[config.mk]
export PLATFORM = sky130hd
export DESIGN_NAME = pulse_width_rx
export DESIGN_NICKNAME = d
export VERILOG_FILES = /design/src/rtl/pwrx_pkg.sv /design/src/rtl/pwrx_measure.sv /design/src/rtl/pwrx_datapath.sv /design/src/rtl/pwrx_control.sv /design/src/rtl/pulse_width_rx.sv
export SDC_FILE = /design/constraint.sdc
export NUM_CORES = 1
export LEC_CHECK = 0
export ABC_CLOCK_PERIOD_IN_PS = 3200
export BUFFER_PORTS_ARGS = -buffer_cell sky130_fd_sc_hd__buf_2
export CORE_UTILIZATION = 37
export CTS_CLUSTER_DIAMETER = 120
export CTS_CLUSTER_SIZE = 24
export DETAILED_ROUTE_END_ITERATION = 16
export PLACE_DENSITY = 0.59
export SLEW_MARGIN = 20
export SYNTH_ARGS = -nofsm -noshare
export SYNTH_HDL_FRONTEND = slang
export SYNTH_SLANG_ARGS = --single-unit
[constraint.sdc]
create_clock -name clk -period 3.2 [get_ports clk]
set_input_delay 0.96 -clock clk [delete_from_list [all_inputs] [get_ports clk]]
set_output_delay 0.96 -clock clk [all_outputs]
set_load 0.02 [all_outputs]
[src/rtl/pwrx_pkg.sv]
package pwrx_pkg;

  typedef enum logic [1:0] {
    SYM_SHORT,
    SYM_LONG,
    SYM_SOF,
    SYM_BREAK
  } symKind_t;

  typedef enum logic [1:0] {
    ST_WAIT_IDLE,
    ST_HUNT,
    ST_FRAME
  } rxState_t;

  // strobes from control to datapath
  typedef struct packed {
    logic clrFrame;
    logic rstInact;
    logic shiftEn;
    logic bitVal;
  } rxCtrl_t;

endpackage

[src/rtl/pwrx_measure.sv]
module pwrx_measure import pwrx_pkg::*; #(
  parameter int CNT_W     = 10,
  parameter int SYNC_N    = 2,
  parameter int SHORT_MIN = 42,
  parameter int LONG_MIN  = 120,
  parameter int SOF_MIN   = 204,
  parameter int BRK_MIN   = 299,
  parameter int EOF_TICKS = 350
) (
  input  logic     clk,
  input  logic     rst_n,
  input  logic     tickEn,
  input  logic     busIn,
  output logic     symValid,
  output symKind_t symKind,
  output logic     symLevel,
  output logic     lowIdle
);

  localparam logic [CNT_W-1:0] CNT_MAX   = '1;
  localparam logic [CNT_W-1:0] SHORT_LIM = CNT_W'(SHORT_MIN);
  localparam logic [CNT_W-1:0] LONG_LIM  = CNT_W'(LONG_MIN);
  localparam logic [CNT_W-1:0] SOF_LIM   = CNT_W'(SOF_MIN);
  localparam logic [CNT_W-1:0] BRK_LIM   = CNT_W'(BRK_MIN);
  localparam logic [CNT_W-1:0] EOF_LIM   = CNT_W'(EOF_TICKS);

  logic [SYNC_N-1:0] syncQ;
  logic              busSync;
  logic              busPrev;
  logic              edgeSeen;
  logic [CNT_W-1:0]  cnt;
  logic              keepNext;
  symKind_t          kindNext;

  assign busSync  = syncQ[SYNC_N-1];
  assign edgeSeen = busSync ^ busPrev;

  always_ff @(posedge clk) begin
    if (!rst_n) begin
      syncQ   <= '0;
      busPrev <= 1'b0;
      cnt     <= '0;
    end else begin
      syncQ   <= {syncQ[SYNC_N-2:0], busIn};
      busPrev <= busSync;
      if (edgeSeen) begin
        cnt <= tickEn ? CNT_W'(1) : '0;
      end else if (tickEn && (cnt != CNT_MAX)) begin
        cnt <= cnt + 1'b1;
      end
    end
  end

  // sort the finished interval; busPrev is its level
  always_comb begin
    keepNext = 1'b1;
    kindNext = SYM_SHORT;
    if (cnt < SHORT_LIM) begin
      keepNext = 1'b0;
    end else if (cnt < LONG_LIM) begin
      kindNext = SYM_SHORT;
    end else if (cnt < SOF_LIM) begin
      kindNext = SYM_LONG;
    end else if (!busPrev) begin
      keepNext = 1'b0;
    end else if (cnt < BRK_LIM) begin
      kindNext = SYM_SOF;
    end else begin
      kindNext = SYM_BREAK;
    end
  end

  always_ff @(posedge clk) begin
    if (!rst_n) begin
      symValid <= 1'b0;
      symKind  <= SYM_SHORT;
      symLevel <= 1'b0;
    end else begin
      symValid <= edgeSeen && keepNext;
      symKind  <= kindNext;
      symLevel <= busPrev;
    end
  end

  assign lowIdle = !busSync && (cnt >= EOF_LIM);

  assert_sat_hold_R10: assert property (@(posedge clk) disable iff (!rst_n)
    (cnt == CNT_MAX && !edgeSeen) |=> (cnt == CNT_MAX));

  assert_min_width_R2: assert property (@(posedge clk) disable iff (!rst_n)
    symValid |-> ($past(cnt) >= SHORT_LIM));

  assert_low_data_only_R2: assert property (@(posedge clk) disable iff (!rst_n)
    (symValid && !symLevel) |-> (symKind == SYM_SHORT || symKind == SYM_LONG));

endmodule

[src/rtl/pwrx_datapath.sv]
module pwrx_datapath import pwrx_pkg::*; #(
  parameter int CNT_W     = 10,
  parameter int EOF_TICKS = 350,
  parameter int MAX_BYTES = 12,
  parameter int IDX_W     = $clog2(MAX_BYTES + 1)
) (
  input  logic             clk,
  input  logic             rst_n,
  input  logic             tickEn,
  input  rxCtrl_t          ctrl,
  input  logic             inactRun,
  output logic [7:0]       byteData,
  output logic             byteValid,
  output logic [IDX_W-1:0] byteIndex,
  output logic             partialByte,
  output logic             inactDone
);

  localparam logic [CNT_W-1:0] EOF_LIM = CNT_W'(EOF_TICKS);
  localparam logic [IDX_W-1:0] MAX_LIM = IDX_W'(MAX_BYTES);

  logic [6:0]       shReg;
  logic [2:0]       bitCnt;
  logic [IDX_W-1:0] byteIdx;
  logic [CNT_W-1:0] inactCnt;

  always_ff @(posedge clk) begin
    if (!rst_n) begin
      shReg     <= '0;
      bitCnt    <= '0;
      byteIdx   <= '0;
      byteData  <= '0;
      byteValid <= 1'b0;
      byteIndex <= '0;
    end else begin
      byteValid <= 1'b0;
      if (ctrl.clrFrame) begin
        shReg   <= '0;
        bitCnt  <= '0;
        byteIdx <= '0;
      end else if (ctrl.shiftEn) begin
        shReg  <= {shReg[5:0], ctrl.bitVal};
        bitCnt <= bitCnt + 1'b1;
        if (bitCnt == 3'd7) begin
          byteData  <= {shReg, ctrl.bitVal};
          byteIndex <= byteIdx;
          byteValid <= (byteIdx < MAX_LIM);
          if (byteIdx != MAX_LIM) begin
            byteIdx <= byteIdx + 1'b1;
          end
        end
      end
    end
  end

  always_ff @(posedge clk) begin
    if (!rst_n) begin
      inactCnt <= '0;
    end else if (ctrl.clrFrame || ctrl.rstInact) begin
      inactCnt <= '0;
    end else if (inactRun && tickEn && (inactCnt < EOF_LIM)) begin
      inactCnt <= inactCnt + 1'b1;
    end
  end

  assign partialByte = (bitCnt != 3'd0);
  assign inactDone   = (inactCnt >= EOF_LIM);

  assert_index_cap_R5: assert property (@(posedge clk) disable iff (!rst_n)
    byteValid |-> (byteIndex < MAX_LIM));

  assert_byte_on_shift_R4: assert property (@(posedge clk) disable iff (!rst_n)
    byteValid |-> $past(ctrl.shiftEn));

  assert_inact_restart_R6: assert property (@(posedge clk) disable iff (!rst_n)
    $past(ctrl.rstInact) |-> !inactDone);

endmodule

[src/rtl/pwrx_control.sv]
module pwrx_control import pwrx_pkg::*; (
  input  logic     clk,
  input  logic     rst_n,
  input  logic     symValid,
  input  symKind_t symKind,
  input  logic     symLevel,
  input  logic     lowIdle,
  input  logic     inactDone,
  input  logic     partialByte,
  output rxCtrl_t  ctrl,
  output logic     inactRun,
  output logic     frameStart,
  output logic     frameEnd,
  output logic     frameError,
  output logic     breakSeen
);

  rxState_t state, stateNext;
  logic startNext, endNext, errNext, brkNext;

  always_comb begin
    stateNext = state;
    ctrl      = '0;
    startNext = 1'b0;
    endNext   = 1'b0;
    errNext   = 1'b0;
    brkNext   = 1'b0;
    unique case (state)
      ST_WAIT_IDLE: begin
        if (lowIdle) stateNext = ST_HUNT;
      end
      ST_HUNT: begin
        if (symValid && symKind == SYM_SOF) begin
          ctrl.clrFrame = 1'b1;
          ctrl.rstInact = 1'b1;
          startNext     = 1'b1;
          stateNext     = ST_FRAME;
        end else if (symValid && symKind == SYM_BREAK) begin
          ctrl.clrFrame = 1'b1;
          brkNext       = 1'b1;
        end
      end
      ST_FRAME: begin
        if (symValid) begin
          unique case (symKind)
            SYM_SOF: begin
              ctrl.clrFrame = 1'b1;
              ctrl.rstInact = 1'b1;
              startNext     = 1'b1;
            end
            SYM_BREAK: begin
              ctrl.clrFrame = 1'b1;
              brkNext       = 1'b1;
              stateNext     = ST_HUNT;
            end
            default: begin
              ctrl.shiftEn  = 1'b1;
              ctrl.rstInact = 1'b1;
              ctrl.bitVal   = symLevel ? (symKind == SYM_SHORT) : (symKind == SYM_LONG);
            end
          endcase
        end else if (inactDone) begin
          endNext       = 1'b1;
          errNext       = partialByte;
          ctrl.clrFrame = 1'b1;
          stateNext     = ST_HUNT;
        end
      end
      default: stateNext = ST_WAIT_IDLE;
    endcase
  end

  always_ff @(posedge clk) begin
    if (!rst_n) begin
      state      <= ST_WAIT_IDLE;
      frameStart <= 1'b0;
      frameEnd   <= 1'b0;
      frameError <= 1'b0;
      breakSeen  <= 1'b0;
    end else begin
      state      <= stateNext;
      frameStart <= startNext;
      frameEnd   <= endNext;
      frameError <= errNext;
      breakSeen  <= brkNext;
    end
  end

  assign inactRun = (state == ST_FRAME);

  assert_err_with_end_R7: assert property (@(posedge clk) disable iff (!rst_n)
    frameError |-> frameEnd);

  assert_single_event_R8: assert property (@(posedge clk) disable iff (!rst_n)
    $onehot0({frameStart, frameEnd, breakSeen}));

  assert_armed_before_start_R9: assert property (@(posedge clk) disable iff (!rst_n)
    frameStart |-> ($past(state) != ST_WAIT_IDLE));

  assert_end_from_frame_R6: assert property (@(posedge clk) disable iff (!rst_n)
    frameEnd |-> ($past(state) == ST_FRAME));

endmodule

[src/rtl/pulse_width_rx.sv]
module pulse_width_rx import pwrx_pkg::*; #(
  parameter int CNT_W     = 10,
  parameter int SHORT_MIN = 42,
  parameter int LONG_MIN  = 120,
  parameter int SOF_MIN   = 204,
  parameter int BRK_MIN   = 299,
  parameter int EOF_TICKS = 350,
  parameter int MAX_BYTES = 12,
  parameter int IDX_W     = $clog2(MAX_BYTES + 1)
) (
  input  logic             clk,
  input  logic             rst_n,
  input  logic             tickEn,
  input  logic             busIn,
  output logic [7:0]       byteData,
  output logic             byteValid,
  output logic [IDX_W-1:0] byteIndex,
  output logic             frameStart,
  output logic             frameEnd,
  output logic             frameError,
  output logic             breakSeen
);

  logic     symValid, symLevel, lowIdle;
  symKind_t symKind;
  rxCtrl_t  ctrl;
  logic     inactRun, partialByte, inactDone;

  pwrx_measure #(
    .CNT_W(CNT_W), .SYNC_N(2), .SHORT_MIN(SHORT_MIN), .LONG_MIN(LONG_MIN),
    .SOF_MIN(SOF_MIN), .BRK_MIN(BRK_MIN), .EOF_TICKS(EOF_TICKS)
  ) u_measure (
    .clk(clk), .rst_n(rst_n), .tickEn(tickEn), .busIn(busIn),
    .symValid(symValid), .symKind(symKind), .symLevel(symLevel), .lowIdle(lowIdle)
  );

  pwrx_control u_control (
    .clk(clk), .rst_n(rst_n), .symValid(symValid), .symKind(symKind),
    .symLevel(symLevel), .lowIdle(lowIdle), .inactDone(inactDone),
    .partialByte(partialByte), .ctrl(ctrl), .inactRun(inactRun),
    .frameStart(frameStart), .frameEnd(frameEnd), .frameError(frameError),
    .breakSeen(breakSeen)
  );

  pwrx_datapath #(
    .CNT_W(CNT_W), .EOF_TICKS(EOF_TICKS), .MAX_BYTES(MAX_BYTES), .IDX_W(IDX_W)
  ) u_datapath (
    .clk(clk), .rst_n(rst_n), .tickEn(tickEn), .ctrl(ctrl), .inactRun(inactRun),
    .byteData(byteData), .byteValid(byteValid), .byteIndex(byteIndex),
    .partialByte(partialByte), .inactDone(inactDone)
  );

endmodule

==> key figures, run 1 <==
Yosys
  • Ys Warns: 0
  • Synth unique cells: 49
  • Post-synth EDFFs: 0
  • Mapped Cells: 319
  • Most frequent cell after synthesis: dfxtp_1
  • Syn Nets: 335
  • Top cells by area, synth: dfxtp_1 44%, nand2_1 7.6%, ha_1 5.5%, nor2_1 5.1%, a21oi_1 4.6%
  • Sequential share of the synthesized area: 43.96%
  • Synthesized flop and latch total: 60
  • Yosys top cell area share: 43.96%
  • Mean Syn Cell Area: 8.566 um2
  • Mapped cell area: 2733 um2
  • Most used DFF post-synth: dfxtp_1
  • Async set or reset register ratio after synthesis: 0%
  • Biggest area consumer among synthesized cells: dfxtp_1
  • Top post-synthesis cells by count: 60 x dfxtp_1, 55 x nand2_1, 37 x nor2_1

Critical path
  • Critical path type: register to register
  • CP dominant cell by count: nor2_1
  • RR Startpoint: u_control.state[0]
  • Worst path bufs/invs: 2
  • Crit path DAT: 2.26 ns
  • CP Max Fanout: 13
  • CP Cell Sequence: inv_1 -> ha_1 -> nand2_1 -> nor2_1 -> buf_4 -> and2_1 -> nor2_1 -> a211oi_1
  • Largest delay share family, worst path: simple AND/OR/NAND/NOR gates
  • R2R cell count: 8
  • Reg2reg setup slack: 1.19 ns
  • CP max stage cell: and2_1
  • Startpoint Class: register
  • Worst r2r dst: u_datapath.byteData[0]
  • Crit-path max cell delay: 0.46 ns
  • WP data required: 3.45 ns
  • Crit end category: register

Timing
  • Clock Skew: 0.007993 ns
  • Crit share post-route: 62.82%
  • Final Hold Violating Endpoints: 0
  • WHS: 0.4423 ns
  • Crit path time final: 2.010 ns
  • Final setup fails: 0
  • Slew of the pin with the lowest slew margin: 0.4974 ns
  • RSZ-0062 raised after global routing: false
  • Relative slew slack: 66.84%
  • Max-slew violations: 0
  • Setup TNS: 0 ns
  • FMAX: 497.4 MHz

Layout
  • Layout Cells excl Fill: 436
  • Diodes inserted: 0
  • Core Util, Final: 44.23%
  • Fillers: 741
  • Syn-to-layout area delta: 13.00%
  • Share of post-route cells with drive strength above 1: 12.65%
  • Layout Nets: 352

Floorplanning
  • Core ar.: 6982 um2
  • Number of I/O pins: 21
  • Die area: 7733 um2
  • DIE WIDTH: 87.94 um
  • Rows: 30
  • Initial Util: 39.14%
  • Die Ht: 87.94 um

Clock tree
  • Num Clock Sinks: 60
  • Post-CTS Setup Inserts: 0
  • Post-CTS Resized: 0
  • # H-tree levels: 3
  • Clock Tree Buf Depth: 2
  • Worst-path clk slew: 0.06 ns
  • Post-cts hold buffer count: 0
  • Clock root buffer: clkbuf_8
  • TritonCTS clock tree: done
  • Worst skew pair latency: 0.34 ns
  • TritonCTS buffer count: 9

Pwr
  • LEAKAGE: 0.001194 uW
  • Total power: 1518 uW
  • Highest ir drop seen on vdd: 0.0002630 V
  • PD cells: 491.6 nW/um2

Drt
  • Initial DRT Pass Iterations: 4
  • Drt total wl: 5.448 mm
  • Vias/cell: 4.954
  • Antenna-violating nets left: 0
  • WL per Instance: 12.50 um
  • Via count: 2160
  • DRC viols: 0
  • Initial DRC Count: 82

Status
  • Status: complete, no violations

Min path
  • Hold EP: u_measure.syncQ[1]
  • Worst Hold Class: register to register
  • Hold Crit Start: u_measure.syncQ[0]
  • Hold Crit Depth: 1

Global route
  • Largest net degree at the start of global routing: 16
  • Wire length of the first global-routing pass: 9.094 mm
  • Initial antenna violation count: 0
  • Total GRT Usage: 15.70%
  • Vias in the first global route: 1977
  • Gr ovfl total: 0

Placement
  • Placed insts: 421
  • Hpwl dp: 3.664 mm
  • Routability congestion estimate: 0.8008
  • PortBufs: 20

Flow run
  • Maximum capacitance violations: 0
kinds of logic after synthesis:
family / share of synthesized area (%)
compound gates: 15.16
buf+inv: 5.036
fa+ha+maj: 5.494
flops: 43.96
xor+xnor: 6.090
simple gates: 23.53
mux: 0.7326
per-layer routing:
layer | vias up | global-route usage (%) | routed length (um)
met1 | 1009 | 19.92 | 2854
met5 | - | 0 | 0
li1 | 1109 | - | -
met4 | 0 | 10.13 | 102
met3 | 10 | 3.959 | 156
met2 | 32 | 23.68 | 2335
power breakdown:
| part | leakage, uW | internal (uW) | switching [uW] |
|---|---|---|---|
| combinational | 0.000608 | 11.5 | 23.9 |
| sequential | 0.000484 | 751 | 6.05 |
| clock | 0.000102 | 431 | 294 |
| total | 0.00119 | 1190 | 324 |
layout by cell type (no fill, tap or decap), drive strengths merged, types with 5 or more instances in the layout:
cell and count:
a21oi 26, xnor2 5, a211oi 7, clkbuf 10, inv 11, nand4 10
xor2 14, buf 23, dfxtp 60, nand2 55, and2 5, nand3 10
ha 12, nor2 37
through the flow:
stage | setup slack (ns) | instance area, um2
6_report | 1.190 | 3088
3_3_place_gp | 0.9845 | 2883
4_1_cts | 1.176 | 3088
5_1_grt | 0.9735 | 3088
3_5_place_dp | 0.9593 | 2883
2_1_floorplan | 1.148 | 2733
worst max-delay path by stage:
| stage | to | start | cells after the start |
|---|---|---|---|
| global placement | u_datapath.byteValid | rst_n | 5 |
| floorplan | u_datapath.bitCnt[0] | rst_n | 6 |
| detailed placement | u_datapath.byteValid | rst_n | 5 |
| CTS | u_datapath.byteData[0] | u_control.state[0] | 8 |
| global route | u_datapath.byteData[0] | u_control.state[0] | 8 |
| finish | u_datapath.byteData[0] | u_control.state[0] | 8 |
area by class of cell:
| cell class | count | area [um2] | share of cell area (%) |
|---|---|---|---|
| multi-input cells | 230 | 1394 | 45.14 |
| clock buffers | 10 | 127.6 | 4.133 |
| clock inverters | 5 | 77.57 | 2.512 |
| well taps | 96 | 120.1 | 3.890 |
| inverters | 12 | 45.04 | 1.459 |
| flip-flops and latches | 60 | 1201 | 38.90 |
| repair buffers | 23 | 122.6 | 3.971 |
flip-flops by register name, summed over array words and instances (netlist names):
register,flops
u_measure.symLevel,1
u_measure.symValid,1
u_control.frameError,1
u_control.frameStart,1
u_measure.symKind,2
u_datapath.shReg,7
u_measure.syncQ,2
u_datapath.byteData,8
u_control.breakSeen,1
u_control.state,2
u_datapath.byteIdx,4
u_measure.cnt,10
u_datapath.inactCnt,10
u_datapath.byteValid,1
u_control.frameEnd,1
u_datapath.bitCnt,3
u_measure.busPrev,1
u_datapath.byteIndex,4
No activity file was read; power rests on OpenSTA's default activity.
==> run 2, diff against run 1 <==
- ABC_CLOCK_PERIOD_IN_PS: 3200 -> 1650
- PLACE_DENSITY: 0.59 -> 0.6
- clock period: 3.2 -> 1.65 ns (I/O delays scaled with it)
==> run 2 against run 1 <==
Against the previous run: clock skew fell by 0.0013 ns; combinational power rose to 3.0 times the previous value; hold slack lost 0.079 ns; sequential cell count unchanged; sequential share of layout area shrank 4.2 points; total power grew 110%; global-route usage down 0.52 points; critical path depth stayed put; via count is 3.5% higher; utilization up 5.8 points; clock power rose by 120%; critical endpoint is now u_datapath.byteIdx[2]; largest power group is now the clock network; highest routed layer unchanged.
==> key figures, run 2 (same netlist as run 1, synthesis figures left out) <==
Layout
  • Core Util, Final: 49.98% (+5.8 points)
  • Design Area, Final: 3490 um2 (+13%)
  • Share of post-route cells with drive strength above 1: 24.80% (+12 points)
  • Seq. cell area: 1210 um2 (+0.73%)
  • Most frequent cells in the layout: 55 x dfxtp_1, 54 x nand2_1, 36 x nor2_1, 34 x buf_4, 25 x a21oi_1
  • Commonest non-fill, non-tap cell in the layout: dfxtp_1
  • Area of the multi-input gates: 1485 um2 (+6.6%)
  • Largest regs: u_datapath.inactCnt: 10 flops, u_measure.cnt: 10 flops, u_datapath.byteData: 8 flops
  • Syn-to-layout area delta: 27.70%
  • Layout Nets: 386 (+9.7%)
  • Fillers: 695 (-6.2%)
  • Diodes inserted: 0 (unchanged)
  • Layout Cells excl Fill: 471 (+8.0%)

Timing
  • Crit share post-route: 94.69% (+32 points)
  • RSZ-0062 raised after global routing: true
  • Relative slew slack: 75.42% (+8.6 points)
  • Slew of the pin with the lowest slew margin: 0.3687 ns (-0.1287 ns)
  • FMAX: 640.0 MHz (+29%)
  • Crit path time final: 1.562 ns (-0.4479 ns)
  • Max-slew violations: 0 (unchanged)
  • Final Hold Violating Endpoints: 0 (unchanged)
  • Clock Skew: 0.006739 ns (-0.001254 ns)
  • Final setup fails: 0 (unchanged)
  • Setup TNS: 0 ns (unchanged)

Critical path
  • Crit end category: register
  • Crit path DAT: 1.80 ns (-0.46 ns)
  • Critical path type: register to register
  • Startpoint Class: register
  • WP data required: 1.88 ns (-1.57 ns)
  • CP Max Fanout: 3 (-10)
  • RR Startpoint: u_datapath.bitCnt[0]
  • Critical path launch point: u_datapath.bitCnt[0]

Floorplanning
  • Die area: 7733 um2 (unchanged)
  • DIE WIDTH: 87.94 um (unchanged)
  • Initial Util: 39.14% (unchanged)
  • Rows: 30 (unchanged)
  • Number of I/O pins: 21 (unchanged)
  • Die Ht: 87.94 um (unchanged)
  • Core ar.: 6982 um2 (unchanged)

Pwr
  • PD cells: 897.7 nW/um2 (+83%)
  • LEAKAGE: 0.001403 uW (+17%)
  • Total power: 3132 uW (+110%)
  • Highest ir drop seen on vdd: 0.0004783 V (+82%)

Clock tree
  • TritonCTS clock tree: done
  • Worst skew pair latency: 0.34 ns (about the same)
  • TritonCTS buffer count: 9 (unchanged)
  • Clock root buffer: clkbuf_8
  • Num Clock Sinks: 60 (unchanged)
  • Post-cts hold buffer count: 0 (unchanged)
  • Clock Tree Buf Depth: 2 (unchanged)
  • # H-tree levels: 3 (unchanged)
  • Worst-path clk slew: 0.07 ns (about the same)

Drt
  • Drt total wl: 5.602 mm (+2.8%)
  • Initial DRC Count: 79 (-3.7%)
  • Initial DRT Pass Iterations: 4 (unchanged)
  • DRC viols: 0 (unchanged)
  • Vias/cell: 4.745 (-4.2%)
  • WL per Instance: 11.89 um (-4.8%)
  • Antenna-violating nets left: 0 (unchanged)
  • Via count: 2235 (+3.5%)

Global route
  • Initial antenna violation count: 0 (unchanged)
  • Wire length of the first global-routing pass: 8.949 mm (-1.6%)
  • Gr ovfl total: 0 (unchanged)
  • Total GRT Usage: 15.18% (-0.52 points)
  • Largest net degree at the start of global routing: 16 (unchanged)
  • Vias in the first global route: 2035 (+2.9%)

Placement
  • PortBufs: 20 (unchanged)
  • Hpwl dp: 3.854 mm (+5.2%)
  • Placed insts: 450 (+6.9%)
  • Routability congestion estimate: 0.8203 (+2.4%)
  • Placed cell areas: 3113 um2 (+8.0%)

Min path
  • Hold Crit Start: busIn
  • Worst Hold Class: input pin to register

Status
  • Status: complete, no violations

Flow run
  • Maximum capacitance violations: 0 (unchanged)
==> run 2: cell count changes in the layout (fill, tap and decap cells not counted), moves of 2 or more <==
cell      previous run  this run
buf_4                3        34
dfxtp_1             60        55
dfxtp_2              0         4
ha_1                12         9
ha_4                 0         3
a211oi_1             6         4
a211oi_2             0         2
buf_12               0         2
inv_1               11         9
==> run 2: where the power goes <==
group          switching (uW)  internal, uW  total, uW  leakage (uW)
Combinational            60.4          45.5        106      0.000799
Sequential               5.02          1450       1460      0.000487
Clock                     568           999       1570      0.000117
Total                     633          2500       3130       0.00140
==> run 2: layer usage <==
| metal | share of wire [%] | routed length [um] | global-route usage (%) |
|---|---|---|---|
| met1 | 50 | 2793 | 19.06 |
| met2 | 46 | 2572 | 23.89 |
| met3 | 2.8 | 159 | 5.372 |
| met4 | 1.4 | 76 | 5.812 |
| met5 | 0 | 0 | 0 |
==> run 2: path summary, 6_finish.rpt <==
kind	to	cells after the start	slack (ns)
max reg2reg	u_datapath.byteIdx[2]	8	0.09
min reg2reg	u_measure.syncQ[1]	1	0.44
min	u_measure.syncQ[0]	2	0.36
max	u_datapath.byteIdx[2]	8	0.09
==> run 2: metrics by stage <==
stage | setup slack, ns | hold slack (ns)
after floorplan | 0.04127 | 0.4119
after global placement | -0.008848 | 0.4134
after detailed placement | -0.09434 | 0.4191
after CTS | -0.002976 | 0.3439
after global routing | -0.02141 | 0.3640
final | 0.08762 | 0.3636
==> run 2: repair_timing <==
item	CTS	global route
buffers inserted	0	4
gates cloned	0	1
pin swaps	1	13
resized for setup	1	22
endpoints found under the setup margin	12	29
==> run 2: critical path: stages, from the launching register on <==
cell	delay, ns
dfxtp_2	0.34
ha_1	0.16
ha_1	0.18
nand4b_1	0.16
a31oi_2	0.20
buf_4	0.16
nand2_1	0.07
xor2_1	0.14
nor2_1	0.05
==> run 2: final cells by class <==
cell class	instances	area share [%]
multi-input cells	231	42.56
well taps	96	3.442
clock buffers	11	3.765
clock inverters	5	2.868
flip-flops and latches	60	34.67
inverters	12	1.362
repair buffers	56	11.33
==> run 3, diff against run 2 <==
- CTS_BUF_LIST: unset -> sky130_fd_sc_hd__clkbuf_2
==> run 3 against run 2 <==
Against the previous run: first-iteration DRC count decreased by 2.5%; clock power decreased by 24%; critical endpoint is now u_datapath.byteValid; die area unchanged; maximum frequency decreased by 3.1%; total power decreased by 12%; global-route usage increased by 0.24 points; largest power group is now registers; setup slack got worse by 0.050 ns; critical path type unchanged.
==> key figures, run 3 (same netlist as run 1, synthesis figures left out) <==
Critical path
  • Critical path type: register to register
  • Capture point of the worst path: u_datapath.byteValid
  • Reg2reg setup slack: 0.04 ns (-0.05 ns)
  • CP Max Fanout: 15 (+12)
  • Largest delay share family, worst path: compound AO/OA/AOI/OAI gates
  • Crit end category: register
  • Startpoint Class: register
  • Critical path depth: 6 (-2)
  • Worst path bufs/invs: 1 (unchanged)
  • CP max stage cell: dfxtp_4
  • CP Cell Sequence: and4bb_1 -> o211ai_1 -> a21bo_2 -> a21oi_4 -> buf_12 -> a211oi_2
  • Crit path DAT: 2.00 ns (+0.20 ns)
  • Worst r2r dst: u_datapath.byteValid
  • WP data required: 2.04 ns (+0.16 ns)
  • Crit-path max cell delay: 0.39 ns (+0.05 ns)
  • Critical path launch point: u_datapath.inactCnt[7]
  • RR Startpoint: u_datapath.inactCnt[7]
  • R2R cell count: 6 (-2)

Pwr
  • PD cells: 807.2 nW/um2 (-10%)
  • LEAKAGE: 0.001380 uW (-1.6%)
  • Total power: 2761 uW (-12%)
  • Highest ir drop seen on vdd: 0.0004755 V (-0.58%)

Timing
  • FMAX: 620.4 MHz (-3.1%)
  • RSZ-0062 raised after global routing: true
  • Final setup fails: 0 (unchanged)
  • WHS: 0.1910 ns (-0.1725 ns)
  • Clock Skew: 0.01855 ns (+0.01182 ns)
  • Setup TNS: 0 ns (unchanged)
  • Slew of the pin with the lowest slew margin: 0.3593 ns (-0.009438 ns)
  • Final Hold Violating Endpoints: 0 (unchanged)
  • Relative slew slack: 76.05% (+0.63 points)
  • Crit path time final: 1.612 ns (+0.04953 ns)
  • Crit share post-route: 97.69% (+3.0 points)
  • Max-slew violations: 0 (unchanged)

Floorplanning
  • Number of I/O pins: 21 (unchanged)
  • Core ar.: 6982 um2 (unchanged)
  • Die area: 7733 um2 (unchanged)
  • Initial Util: 39.14% (unchanged)
  • DIE WIDTH: 87.94 um (unchanged)
  • Die Ht: 87.94 um (unchanged)
  • Rows: 30 (unchanged)

Layout
  • Layout Nets: 388 (+0.52%)
  • Most frequent cells in the layout: 54 x nand2_1, 52 x dfxtp_1, 37 x nor2_1, 37 x buf_4, 25 x a21oi_1
  • Diodes inserted: 0 (unchanged)
  • Share of post-route cells with drive strength above 1: 27.32% (+2.5 points)
  • Layout Cells excl Fill: 473 (+0.42%)
  • Largest regs: u_datapath.inactCnt: 10 flops, u_measure.cnt: 10 flops, u_datapath.byteData: 8 flops
  • Commonest non-fill, non-tap cell in the layout: nand2_1
  • Design Area, Final: 3421 um2 (-2.0%)
  • Syn-to-layout area delta: 25.18%

Clock tree
  • Worst-path clk slew: 0.16 ns (+0.09 ns)
  • Clock Tree Buf Depth: 2 (unchanged)
  • Post-cts hold buffer count: 0 (unchanged)
  • TritonCTS clock tree: done
  • Clock root buffer: clkbuf_2
  • Num Clock Sinks: 60 (unchanged)
  • TritonCTS buffer count: 9 (unchanged)
  • Worst skew pair latency: 0.50 ns (+0.16 ns)
  • # H-tree levels: 3 (unchanged)

Drt
  • DRC viols: 0 (unchanged)
  • WL per Instance: 11.99 um (+0.77%)
  • Antenna-violating nets left: 0 (unchanged)
  • Via count: 2263 (+1.3%)
  • Initial DRT Pass Iterations: 5 (+1)
  • Vias/cell: 4.784 (+0.82%)
  • Initial DRC Count: 77 (-2.5%)
  • Drt total wl: 5.669 mm (+1.2%)

Min path
  • Hold Crit Start: busIn
  • Worst Hold Class: input pin to register

Placement
  • Hpwl dp: 3.854 mm (unchanged)
  • Placed cell areas: 3113 um2 (unchanged)
  • PortBufs: 20 (unchanged)
  • Placed insts: 450 (unchanged)
  • Routability congestion estimate: 0.8203 (unchanged)

Global route
  • Initial antenna violation count: 0 (unchanged)
  • Vias in the first global route: 2063 (+1.4%)
  • Wire length of the first global-routing pass: 9.114 mm (+1.8%)
  • Largest net degree at the start of global routing: 16 (unchanged)
  • Total GRT Usage: 15.42% (+0.24 points)
  • Gr ovfl total: 0 (unchanged)

Status
  • Status: complete, no violations

Flow run
  • Maximum capacitance violations: 0 (unchanged)
==> run 3: changes by cell type in the layout (fill, tap and decap cells not counted), moves of 2 or more <==
cell and delta:
clkbuf_2 +11, inv_1 -2, clkbuf_1 -2, dfxtp_4 +2, ha_1 -2, clkbuf_8 -9, buf_4 +3, inv_2 +2
ha_2 +2, dfxtp_1 -3
==> run 3: how the worst min path moves through the flow <==
stage,depth (start not counted),endpoint,slack [ns]
global route,2,u_measure.syncQ[0],0.15
floorplan,1,u_measure.syncQ[1],0.41
detailed placement,1,u_measure.syncQ[1],0.42
CTS,2,u_measure.syncQ[0],0.15
finish,2,u_measure.syncQ[0],0.19
global placement,1,u_measure.syncQ[1],0.41
==> run 3: final cells by class <==
type / count / area, um2
clock buffers: 11 / 55.05
clock inverters: 5 / 100.1
fillers: 701 / 3561
inverters: 12 / 47.55
multi-input cells: 231 / 1481
flip-flops and latches: 60 / 1219
well taps: 96 / 120.1
repair buffers: 58 / 397.9
==> run 3: timing repair <==
action                                  in CTS  in global routing
buffers inserted                             1                  7
resized for setup                            1                 30
pin swaps                                    2                 13
endpoints found under the setup margin      17                 31
cloned                                       1                  0
==> run 3: layer usage <==
| metal | routed length, um | up-vias | track usage (%) |
|---|---|---|---|
| met1 | 2796 | 1020 | 19.34 |
| met2 | 2560 | 41 | 24.10 |
| met4 | 97 | 0 | 5.961 |
| met3 | 214 | 11 | 5.655 |
| li1 | - | 1191 | - |
| met5 | 0 | - | 0 |
==> run 3: stage by stage <==
stage,setup slack [ns],util [%]
floorplan,0.04127,-
global placement,-0.008848,44.59
detailed placement,-0.09434,44.59
CTS,-0.005277,47.13
global route,-0.05210,49.00
finish,0.03809,49.00
==> run 3: power breakdown <==
part,internal [uW],switching [uW],total (uW)
Clock,662,541,1200
Combinational,41.1,59.2,100
Sequential,1450,5.09,1460
==> run 3: worst register-to-register path: cells and delay by family (launching register included) <==
family / cells / cell delay [ns]
compound gates: 4 / 0.67
simple gates: 1 / 0.30
flops: 1 / 0.39
buf+inv: 1 / 0.16
